[src/rtl/eal_pkg.sv]
package eal_pkg;

  // Read opcode, shifted out MSB first after the leading zero bits.
  localparam logic [2:0] RD_OPCODE  = 3'b110;
  // Zero bits sent before the opcode.
  localparam int         LEAD_ZEROS = 1;
  // Input bits clocked and thrown away before the data word.
  localparam int         SKIP_BITS  = 1;

  typedef struct packed {
    logic cs;
    logic sk;
    logic di;
  } pins_t;

  localparam pins_t PINS_IDLE = '{cs: 1'b0, sk: 1'b0, di: 1'b0};

  typedef enum logic {CTL_IDLE, CTL_RUN} ctl_e;

endpackage

[src/rtl/eal_tick.sv]
// Half-period strobe for the serial clock: one pulse every HALF_CYC cycles while enabled.
module eal_tick #(
  parameter int HALF_CYC = 4
) (
  input  logic clk,
  input  logic rst,
  input  logic clr,
  input  logic en,
  output logic tick
);
  localparam int            CW   = (HALF_CYC > 1) ? $clog2(HALF_CYC) : 1;
  localparam logic [CW-1:0] LAST = CW'(HALF_CYC - 1);

  logic [CW-1:0] cnt;

  always_ff @(posedge clk) begin
    if (rst || clr) begin
      cnt <= '0;
    end else if (en) begin
      cnt <= (cnt == LAST) ? '0 : cnt + 1'b1;
    end
  end

  assign tick = en && (cnt == LAST);

endmodule

[src/rtl/eal_sync.sv]
// Synchronizer chain for the asynchronous serial data returned by the EEPROM.
module eal_sync #(
  parameter int STAGES = 2
) (
  input  logic clk,
  input  logic rst,
  input  logic d,
  output logic q
);
  logic [STAGES-1:0] chain;

  generate
    if (STAGES == 1) begin : g_single
      always_ff @(posedge clk) begin
        if (rst) chain <= '0;
        else     chain <= d;
      end
    end else begin : g_multi
      always_ff @(posedge clk) begin
        if (rst) chain <= '0;
        else     chain <= {chain[STAGES-2:0], d};
      end
    end
  endgenerate

  assign q = chain[STAGES-1];

endmodule

[src/rtl/eal_word_xfer.sv]
// One framed read transaction. The step index counts half-periods:
//   0                  setup (select high, clock low, data low)
//   1 .. CMD_END       command bits, two steps each (low, high)
//   .. DATA_END        input bits, two steps each (low, high)
//   LAST_STEP          gap with all pins low
module eal_word_xfer import eal_pkg::*; #(
  parameter int ADDR_W = 8,
  parameter int WORD_W = 16
) (
  input  logic              clk,
  input  logic              rst,
  input  logic              go,
  input  logic              tick,
  input  logic [ADDR_W-1:0] word_addr,
  input  logic              din,
  output logic              active,
  output logic              cs_o,
  output logic              sk_o,
  output logic              di_o,
  output logic [WORD_W-1:0] word_q,
  output logic              word_done
);
  localparam int CMD_BITS  = LEAD_ZEROS + 3 + ADDR_W;
  localparam int IN_BITS   = SKIP_BITS + WORD_W;
  localparam int CMD_END   = 2 * CMD_BITS;
  localparam int DATA_END  = CMD_END + 2 * IN_BITS;
  localparam int LAST_STEP = DATA_END + 1;
  localparam int STEP_W    = $clog2(LAST_STEP + 1);

  logic [STEP_W-1:0]   step;
  pins_t               pins_q;
  logic [WORD_W-1:0]   shift_q;
  logic [CMD_BITS-1:0] cmd;
  int                  si;
  int                  rel;
  logic                capture_now;
  logic                last_now;

  assign cmd = {{LEAD_ZEROS{1'b0}}, RD_OPCODE, word_addr};

  // Pin levels for a given step index.
  function automatic pins_t pins_at(input int s, input logic [CMD_BITS-1:0] c);
    pins_t               p;
    logic [CMD_BITS-1:0] t;
    int                  k;
    p = PINS_IDLE;
    if (s == 0) begin
      p.cs = 1'b1;
    end else if (s <= CMD_END) begin
      k    = (s - 1) / 2;
      t    = c << k;
      p.cs = 1'b1;
      p.sk = ((s - 1) % 2) == 1;
      p.di = t[CMD_BITS-1];
    end else if (s <= DATA_END) begin
      p.cs = 1'b1;
      p.sk = ((s - 1 - CMD_END) % 2) == 1;
    end
    return p;
  endfunction

  always_comb begin
    si          = int'(step);
    rel         = si - 1 - CMD_END;
    capture_now = (si > CMD_END) && (si <= DATA_END) && ((rel % 2) == 0) &&
                  ((rel / 2) >= SKIP_BITS);
    last_now    = (si == LAST_STEP);
  end

  always_ff @(posedge clk) begin
    if (rst) begin
      active    <= 1'b0;
      step      <= '0;
      pins_q    <= PINS_IDLE;
      shift_q   <= '0;
      word_done <= 1'b0;
    end else begin
      word_done <= 1'b0;
      if (go) begin
        active  <= 1'b1;
        step    <= '0;
        pins_q  <= pins_at(0, cmd);
        shift_q <= '0;
      end else if (tick) begin
        // Sampling at the end of a low phase: the clock is about to rise.
        if (capture_now) shift_q <= {shift_q[WORD_W-2:0], din};
        if (last_now) begin
          active    <= 1'b0;
          pins_q    <= PINS_IDLE;
          word_done <= 1'b1;
        end else begin
          step   <= step + 1'b1;
          pins_q <= pins_at(si + 1, cmd);
        end
      end
    end
  end

  assign cs_o   = pins_q.cs;
  assign sk_o   = pins_q.sk;
  assign di_o   = pins_q.di;
  assign word_q = shift_q;

endmodule

[src/rtl/eeprom_addr_loader.sv]
module eeprom_addr_loader import eal_pkg::*; #(
  parameter int HALF_CYC    = 4,
  parameter int ADDR_W      = 8,
  parameter int WORD_W      = 16,
  parameter int NUM_WORDS   = 3,
  parameter int SYNC_STAGES = 2,
  parameter int BASE_ADDR   = 0
) (
  input  logic        clk,
  input  logic        rst,
  input  logic        start_i,
  output logic        busy_o,
  output logic        done_o,
  output logic        valid_o,
  output logic [47:0] mac_o,
  output logic        ee_cs_o,
  output logic        ee_sk_o,
  output logic        ee_di_o,
  input  logic        ee_do_i
);
  localparam int               MAC_W    = NUM_WORDS * WORD_W;
  localparam int               BPW      = WORD_W / 8;
  localparam int               IDX_W    = (NUM_WORDS > 1) ? $clog2(NUM_WORDS) : 1;
  localparam logic [IDX_W-1:0] LAST_IDX = IDX_W'(NUM_WORDS - 1);

  ctl_e              state;
  logic [IDX_W-1:0]  widx;
  logic [MAC_W-1:0]  mac_q;
  logic              done_q;
  logic              valid_q;

  logic              launch;
  logic              more;
  logic              go;
  logic              tick;
  logic              xfer_active;
  logic              din_sync;
  logic [WORD_W-1:0] word_q;
  logic              word_done;
  logic [ADDR_W-1:0] word_addr;

  // A start is only taken in idle; the next word is launched in the same
  // cycle that the previous one reports completion.
  assign launch    = (state == CTL_IDLE) && start_i;
  assign more      = (state == CTL_RUN) && word_done && (widx != LAST_IDX);
  assign go        = launch || more;
  assign word_addr = ADDR_W'(BASE_ADDR) + ADDR_W'(widx);

  eal_tick #(.HALF_CYC(HALF_CYC)) u_tick (
    .clk  (clk),
    .rst  (rst),
    .clr  (go),
    .en   (xfer_active),
    .tick (tick)
  );

  eal_sync #(.STAGES(SYNC_STAGES)) u_sync (
    .clk (clk),
    .rst (rst),
    .d   (ee_do_i),
    .q   (din_sync)
  );

  eal_word_xfer #(.ADDR_W(ADDR_W), .WORD_W(WORD_W)) u_xfer (
    .clk       (clk),
    .rst       (rst),
    .go        (go),
    .tick      (tick),
    .word_addr (word_addr),
    .din       (din_sync),
    .active    (xfer_active),
    .cs_o      (ee_cs_o),
    .sk_o      (ee_sk_o),
    .di_o      (ee_di_o),
    .word_q    (word_q),
    .word_done (word_done)
  );

  always_ff @(posedge clk) begin
    if (rst) begin
      state   <= CTL_IDLE;
      widx    <= '0;
      mac_q   <= '0;
      done_q  <= 1'b0;
      valid_q <= 1'b0;
    end else begin
      done_q <= 1'b0;
      if (launch) begin
        state   <= CTL_RUN;
        widx    <= '0;
        mac_q   <= '0;
        valid_q <= 1'b0;
      end else if ((state == CTL_RUN) && word_done) begin
        // Low byte of each word lands in the lower-numbered octet.
        for (int w = 0; w < NUM_WORDS; w++) begin
          if (widx == IDX_W'(w)) begin
            for (int b = 0; b < BPW; b++) begin
              mac_q[MAC_W-1-8*(w*BPW+b) -: 8] <= word_q[8*b +: 8];
            end
          end
        end
        if (widx == LAST_IDX) begin
          state   <= CTL_IDLE;
          done_q  <= 1'b1;
          valid_q <= 1'b1;
        end else begin
          widx <= widx + 1'b1;
        end
      end
    end
  end

  assign busy_o  = (state == CTL_RUN);
  assign done_o  = done_q;
  assign valid_o = valid_q;
  assign mac_o   = 48'(mac_q);

endmodule

[config.mk]
export PLATFORM = sky130hd
export DESIGN_NAME = eeprom_addr_loader
export DESIGN_NICKNAME = d
export VERILOG_FILES = /design/src/rtl/eal_pkg.sv /design/src/rtl/eal_tick.sv /design/src/rtl/eal_sync.sv /design/src/rtl/eal_word_xfer.sv /design/src/rtl/eeprom_addr_loader.sv
export SDC_FILE = /design/constraint.sdc
export NUM_CORES = 1
export LEC_CHECK = 0
export ABC_CLOCK_PERIOD_IN_PS = 4600
export BUFFER_PORTS_ARGS = -buffer_cell sky130_fd_sc_hd__buf_2
export CAP_MARGIN = 25
export CORE_ASPECT_RATIO = 1.5
export CORE_UTILIZATION = 55
export CTS_CLUSTER_SIZE = 14
export DETAILED_ROUTE_END_ITERATION = 7
export GPL_TIMING_DRIVEN = 0
export HOLD_SLACK_MARGIN = 0.03
export PLACE_DENSITY = 0.77
export SLEW_MARGIN = 20
export SYNTH_ARGS = -nofsm -noshare
export SYNTH_HDL_FRONTEND = slang
export SYNTH_SLANG_ARGS = --single-unit
[constraint.sdc]
create_clock -name clk -period 4.6 [get_ports clk]
set_input_delay 0.92 -clock clk [delete_from_list [all_inputs] [get_ports clk]]
set_output_delay 0.92 -clock clk [all_outputs]
set_load 0.01 [all_outputs]
==> impl_metrics.ini, run 1 <==
[sta]
fmax_mhz = 231.9
slew_headroom = 0.5997
fin_hold_ws_ns = 0.4493
maxSlewViolCount = 0
finalCritPeriodShare = 0.9375
hold_viol = 0
worst_pin_slew_ns = 0.6004
finalSetupTns_ns = 0
setup_viol = 0
skew_ns = 0.005453
min_period_ns = 4.313

[synthesis]
syn-cell-area_um2 = 4309
synthAdderAreaFrac = 0.05517
synth_top_family_by_area = simple AND/OR/NAND/NOR gates
syn_nets = 563
async_reset_ff_frac = 0
synth-seq-cells = 84
synth_edf_count = 0
yosys.area.top_type = dfxtp_1
synthSimpleGateAreaFrac = 0.2445
synth_flop_cell = dfxtp_1
ys.warnings.count = 0
synth-xor-area-share = 0.04617
synth_top_area_frac = 0.3902
syn_avg_cell_area_um2 = 7.980
synth_compound_area_frac = 0.1527
syn-instance-count = 540
synth.distinct_cells = 70
yosys-top-cells-area = dfxtp_1, nand2_1, a21oi_1, ha_1, mux2i_1
synthMuxAreaShare = 0.05285
ys_seq_area_frac = 0.3902

[clock_tree]
cts_buffers = 9
cts.clk_slew.worst_paths_ns = 0.06
clkSinkCount = 84
cts_root_buf = clkbuf_16
cts-htree-levels = 3
clock_path_buffers = 2
clk_latency_ns = 0.33
cts_tree = built

[route]
vias = 3992
viasPerCell = 5.560
dr.first_iter.drc_count = 185
drt_drc_violations_left = 0
first_pass_iters = 4
drtAntennaViolNets = 0
wl_per_cell_um = 14.95
routed_wl_um = 10730

[worst_setup_path]
crit_required_ns = 4.81
cp-end-kind = flip-flop
crit_buf_inv = 5
crit_arrival_ns = 4.52
critPathKind = reg2reg
critPathTopFamily = adder cells
cp_slowest_cell = dfxtp_1
start_kind = flip-flop
cpPeakStageDelay_ns = 0.37
critPathMaxFanout = 10
path_cells = buf_6 > clkinvlp_4 > ha_2 > nor2b_2 > and2_1 > xnor2_1 > inv_1 > ha_1 > nand3b_1 > ha_2 > nor2_1 > ha_2 > ha_1 > a2111oi_2 > o211ai_1 > a211oi_2 > a31o_1 > buf_6 > buf_6 > mux2i_2 > nor2_1

[pwr]
ir_drop_v = 0.0001929
pwr_density_cell_nw_per_um2 = 280.0
leakage_nw = 2.034

[floorplan]
pin_count = 58
die_w_um = 74.27
die_h_um = 110.4
coreArea_um2 = 7612
die_area_um2 = 8200
num_rows = 39
initial_core_util = 0.5661

[final_layout]
layout_common_cells = nand2_1, dfxtp_1, a21oi_1, buf_2, nor2_1
syn_to_final_growth_pct = 17.22
n_fill_cell = 671
seqCellArea_um2 = 1685
mostFrequentLayoutCell = nand2_1
diodes = 0
fin_nets = 634
multi_input_area_um2 = 2401
drive_gt1_frac = 0.1802

[placed_design]
gp_congestion = 0.9898
post-dp-hpwl_um = 8041
port_buffers = 57

[hold_path]
hold_class = reg2reg

[grt]
track_usage = 0.2696
grt_max_degree = 15
antenna_found_initial = 0
gr-total-overflow = 0
grt_pass1_vias = 3765
grt_pass1_wl_um = 17060

[flow_run]
maxCapViolCount = 0

[status]
outcome = complete, no violations
-- worst reg2reg max path: stages, from the launching register on --
cell and delay [ns]:
dfxtp_1 0.37, buf_6 0.16, clkinvlp_4 0.12, ha_2 0.23, nor2b_2 0.18, and2_1 0.16
xnor2_1 0.16, inv_1 0.08, ha_1 0.23, nand3b_1 0.21, ha_2 0.24, nor2_1 0.10
ha_2 0.22, ha_1 0.24, a2111oi_2 0.32, o211ai_1 0.18, a211oi_2 0.19, a31o_1 0.20
buf_6 0.15, buf_6 0.18, mux2i_2 0.22, nor2_1 0.05
-- logic make-up after synthesis --
| kind of cell | Yosys count |
|---|---|
| and+or+nand+nor | 230 |
| AOI/OAI and AO/OA | 109 |
| DFF | 84 |
| buffers and inverters | 55 |
| muxes | 22 |
| xor gates and xnor gates | 21 |
| adders and majority gates | 19 |
-- synthesized netlist by cell type, drive strengths merged, types with 12 or more instances --
library cell  instances
mux2i                19
clkbuf               22
o21ai                12
xnor2                14
nand2               116
nor2                 51
nand3                15
dfxtp                84
buf                  13
ha                   19
inv                  20
a21oi                64
-- worst paths after layout --
check	startpoint	slack (ns)	to	cells past startpoint
worst max-delay path	u_xfer.step[0]	0.29	u_xfer.word_q[12]	21
worst min-delay path	mac_o[17]	0.45	mac_o[17]	2
worst max register to register	u_xfer.step[0]	0.29	u_xfer.word_q[12]	21
worst min register to register	mac_o[17]	0.45	mac_o[17]	2
-- power breakdown --
group / total, mW / internal, mW / switching, mW
combinational: 0.0373 / 0.0101 / 0.0272
clock: 0.645 / 0.364 / 0.281
sequential: 0.732 / 0.730 / 0.00157
total: 1.41 / 1.10 / 0.310
-- per-layer routing --
metal / vias to the layer above / global-route usage / wire length [um]
met1: 1878 / 0.2813 / 4214
met2: 109 / 0.4982 / 5769
met5: - / 0 / 0
met4: 0 / 0.1358 / 355
met3: 26 / 0.03923 / 392
li1: 1979 / - / -
-- state kept, by name (all words and copies together) (netlist names), 2 cells and up --
register	flops
mac_o	48
u_sync.chain	2
u_tick.cnt	2
u_xfer.step	6
u_xfer.word_q	16
widx	2
-- final cells by class --
class | instances | share of cell area
Multi-Input combinational cell | 401 | 0.4754
Sequential cell | 84 | 0.3337
Timing Repair Buffer | 60 | 0.06094
Clock buffer | 10 | 0.04533
Buffer | 35 | 0.03567
Tap cell | 102 | 0.02527
Inverter | 20 | 0.01561
Clock inverter | 6 | 0.008174
-- timing repair --
action / CTS / global route
hold endpoints to repair: 0 / 0
endpoints found under the setup margin: 10 / 16
gates cloned: 0 / 0
hold buffers: 0 / 0
resized for setup: 3 / 9
setup buffers: 0 / 3
-- metrics by stage --
stage / instance area (um^2) / instances / power (mW) / util / setup WS (ns)
after global placement: 4722 / 699 / 0.7846 / 0.6203 / 0.1587
after detailed placement: 4722 / 699 / 0.7857 / 0.6203 / -0.08931
after CTS: 5000 / 715 / 1.424 / 0.6568 / 0.02584
after floorplan: 4309 / 540 / 0.7720 / - / 0.6008
after global routing: 5051 / 718 / 1.457 / 0.6635 / -0.03991
final: 5051 / 718 / 1.414 / 0.6635 / 0.2873
Power figures use the tool's default switching activity.
==> run 2: changes to the inputs <==
Settings changed: SETUP_SLACK_MARGIN from default to 0.5.
==> run 2 against run 1 <==
  * Clock power grew 0.6%
  * Count of clock-buffer cells in the layout is the same
  * Register-to-register slack gained 0.32 ns
  * Clock skew grew 0.00072 ns
  * Global-route usage grew 0.42 points
  * Cell count grew 2.2%
  * Power grew 0.29%
  * Design area grew 5.2%
  * Largest cell class unchanged
==> impl_metrics.ini, run 2 (synthesized netlist as in run 1, its figures left out) <==
[grt]
grt_pass1_vias = 3800
track_usage = 0.2738
antenna_found_initial = 0
grt_pass1_wl_um = 17300
gr-total-overflow = 0
grt_max_degree = 15

[final_layout]
fin_nets = 650
layout_common_cells = nand2_1, dfxtp_1, a21oi_1, buf_2, nor2_1
stdcell_area_um2 = 5314
multi_input_area_um2 = 2522
fin_util = 0.6981
syn_to_final_growth_pct = 23.32
diodes = 0
seqCellArea_um2 = 1687
n_fill_cell = 628
mostFrequentLayoutCell = nand2_1
largest_reg_flops = 48
drive_gt1_frac = 0.2231

[clock_tree]
cts.clk_slew.worst_paths_ns = 0.06
clk_latency_ns = 0.33
cts-htree-levels = 3
cts_buffers = 9
cts_hold_buf = 0
cts_tree = built
clkSinkCount = 84
cts_root_buf = clkbuf_16
clock_path_buffers = 2

[placed_design]
dpl_cell_area_um2 = 4722
port_buffers = 57
post-dp-hpwl_um = 8041
gp_congestion = 0.9898

[sta]
maxSlewViolCount = 0
worst_pin_slew_ns = 0.5833
rsz0062_at_grt = false
slew_headroom = 0.6112
finalCritPeriodShare = 0.8675
skew_ns = 0.006170
hold_viol = 0
setup_viol = 0
min_period_ns = 3.991
fin_hold_ws_ns = 0.4493
fmax_mhz = 250.6

[hold_path]
hold_class = reg2reg

[worst_setup_path]
crit_buf_inv = 6
path_cells = buf_8 > clkinvlp_4 > ha_4 > nor2b_2 > and2_4 > xnor2_2 > inv_1 > ha_2 > nand3b_1 > ha_4 > nor2_4 > ha_4 > buf_4 > nand2_1 > nor2_4 > a41oi_1 > or4_1 > a31o_1 > buf_6 > buf_12 > mux2i_2 > nor2_1
crit_arrival_ns = 4.20
crit_required_ns = 4.81
r2r_setup_slack_ns = 0.61
start_kind = flip-flop
critPathTopFamily = simple AND/OR/NAND/NOR gates
critPathMostFrequentCell = ha_4
cp_slowest_cell = or4_1
cpPeakStageDelay_ns = 0.54
critPathMaxFanout = 10
critPathKind = reg2reg
cp-end-kind = flip-flop

[route]
wl_per_cell_um = 15.47
routed_wl_um = 11360
dr.first_iter.drc_count = 203
drtAntennaViolNets = 0
viasPerCell = 5.613
vias = 4120
first_pass_iters = 5
drt_drc_violations_left = 0

[pwr]
leakage_nw = 2.143
p_switching_mw = 0.3137
p_clk_frac = 0.457
seqPwrFrac = 0.516
comb_power_share = 0.027
p_sw_frac = 0.2211
ir_drop_v = 0.0001946
p_total_mw = 1.418
pwr_density_cell_nw_per_um2 = 266.9
internal-power_mw = 1.105

[floorplan]
num_rows = 39
die_w_um = 74.27
coreArea_um2 = 7612
die_area_um2 = 8200
die_h_um = 110.4
initial_core_util = 0.5661
pin_count = 58

[flow_run]
maxCapViolCount = 0

[status]
outcome = complete, no violations
## run 2: path summary, 6_finish.rpt
path	start	to	depth (start not counted)
max	u_xfer.step[1]	u_xfer.word_q[14]	22
min	mac_o[17]	mac_o[17]	2
max reg2reg	u_xfer.step[1]	u_xfer.word_q[14]	22
min reg2reg	mac_o[17]	mac_o[17]	2
## run 2: power groups by stage
stage	clock network [mW]	logic (mW)	registers [mW]
finish	0.649	0.0377	0.732
detailed placement	0	0.0371	0.749
floorplan	0	0.0231	0.749
global placement	0	0.0363	0.748
CTS	0.654	0.0374	0.732
global route	0.685	0.0407	0.732
## run 2: repair_timing
action                                  in CTS  in global routing
endpoints found under the setup margin      17                 17
setup buffers                                7                 12
gates resized for setup                     18                 21
pin swaps                                    4                 10
## run 2: metal layers
metal	global-route usage	wire, um	up-vias
li1	-	-	2015
met2	0.5048	6126	138
met5	0	0	-
met1	0.2865	4325	1939
met3	0.04015	517	28
met4	0.1384	387	0
## run 2: stage by stage
stage          cells  TNS [ns]  setup slack, ns
6_report         734         0           0.6094
5_1_grt          734         0           0.4437
4_1_cts          722         0           0.5016
3_5_place_dp     699   -0.6569         -0.08931
3_3_place_gp     699         0           0.1587
2_1_floorplan    540         0           0.6008
## run 2: area by class of cell
class | count | area share
multi-input combinational | 401 | 0.4747
sequential | 84 | 0.3174
timing repair buffer | 76 | 0.08053
clock buffer | 10 | 0.04309
buffer | 35 | 0.03697
tap | 102 | 0.02402
inverter | 20 | 0.01554
clock inverter | 6 | 0.007770
## run 2: worst reg2reg max path, delay by kind of cell, from the launching register on
| kind | cells | cell delay (ns) |
|---|---|---|
| buffers and inverters | 6 | 0.68 |
| multiplexers | 1 | 0.19 |
| AO/OA/AOI/OAI | 2 | 0.33 |
| flip-flops | 1 | 0.35 |
| adder cells (fa/ha/maj) | 4 | 0.76 |
| XOR/XNOR | 1 | 0.13 |
| AND/OR/NAND/NOR | 8 | 1.41 |
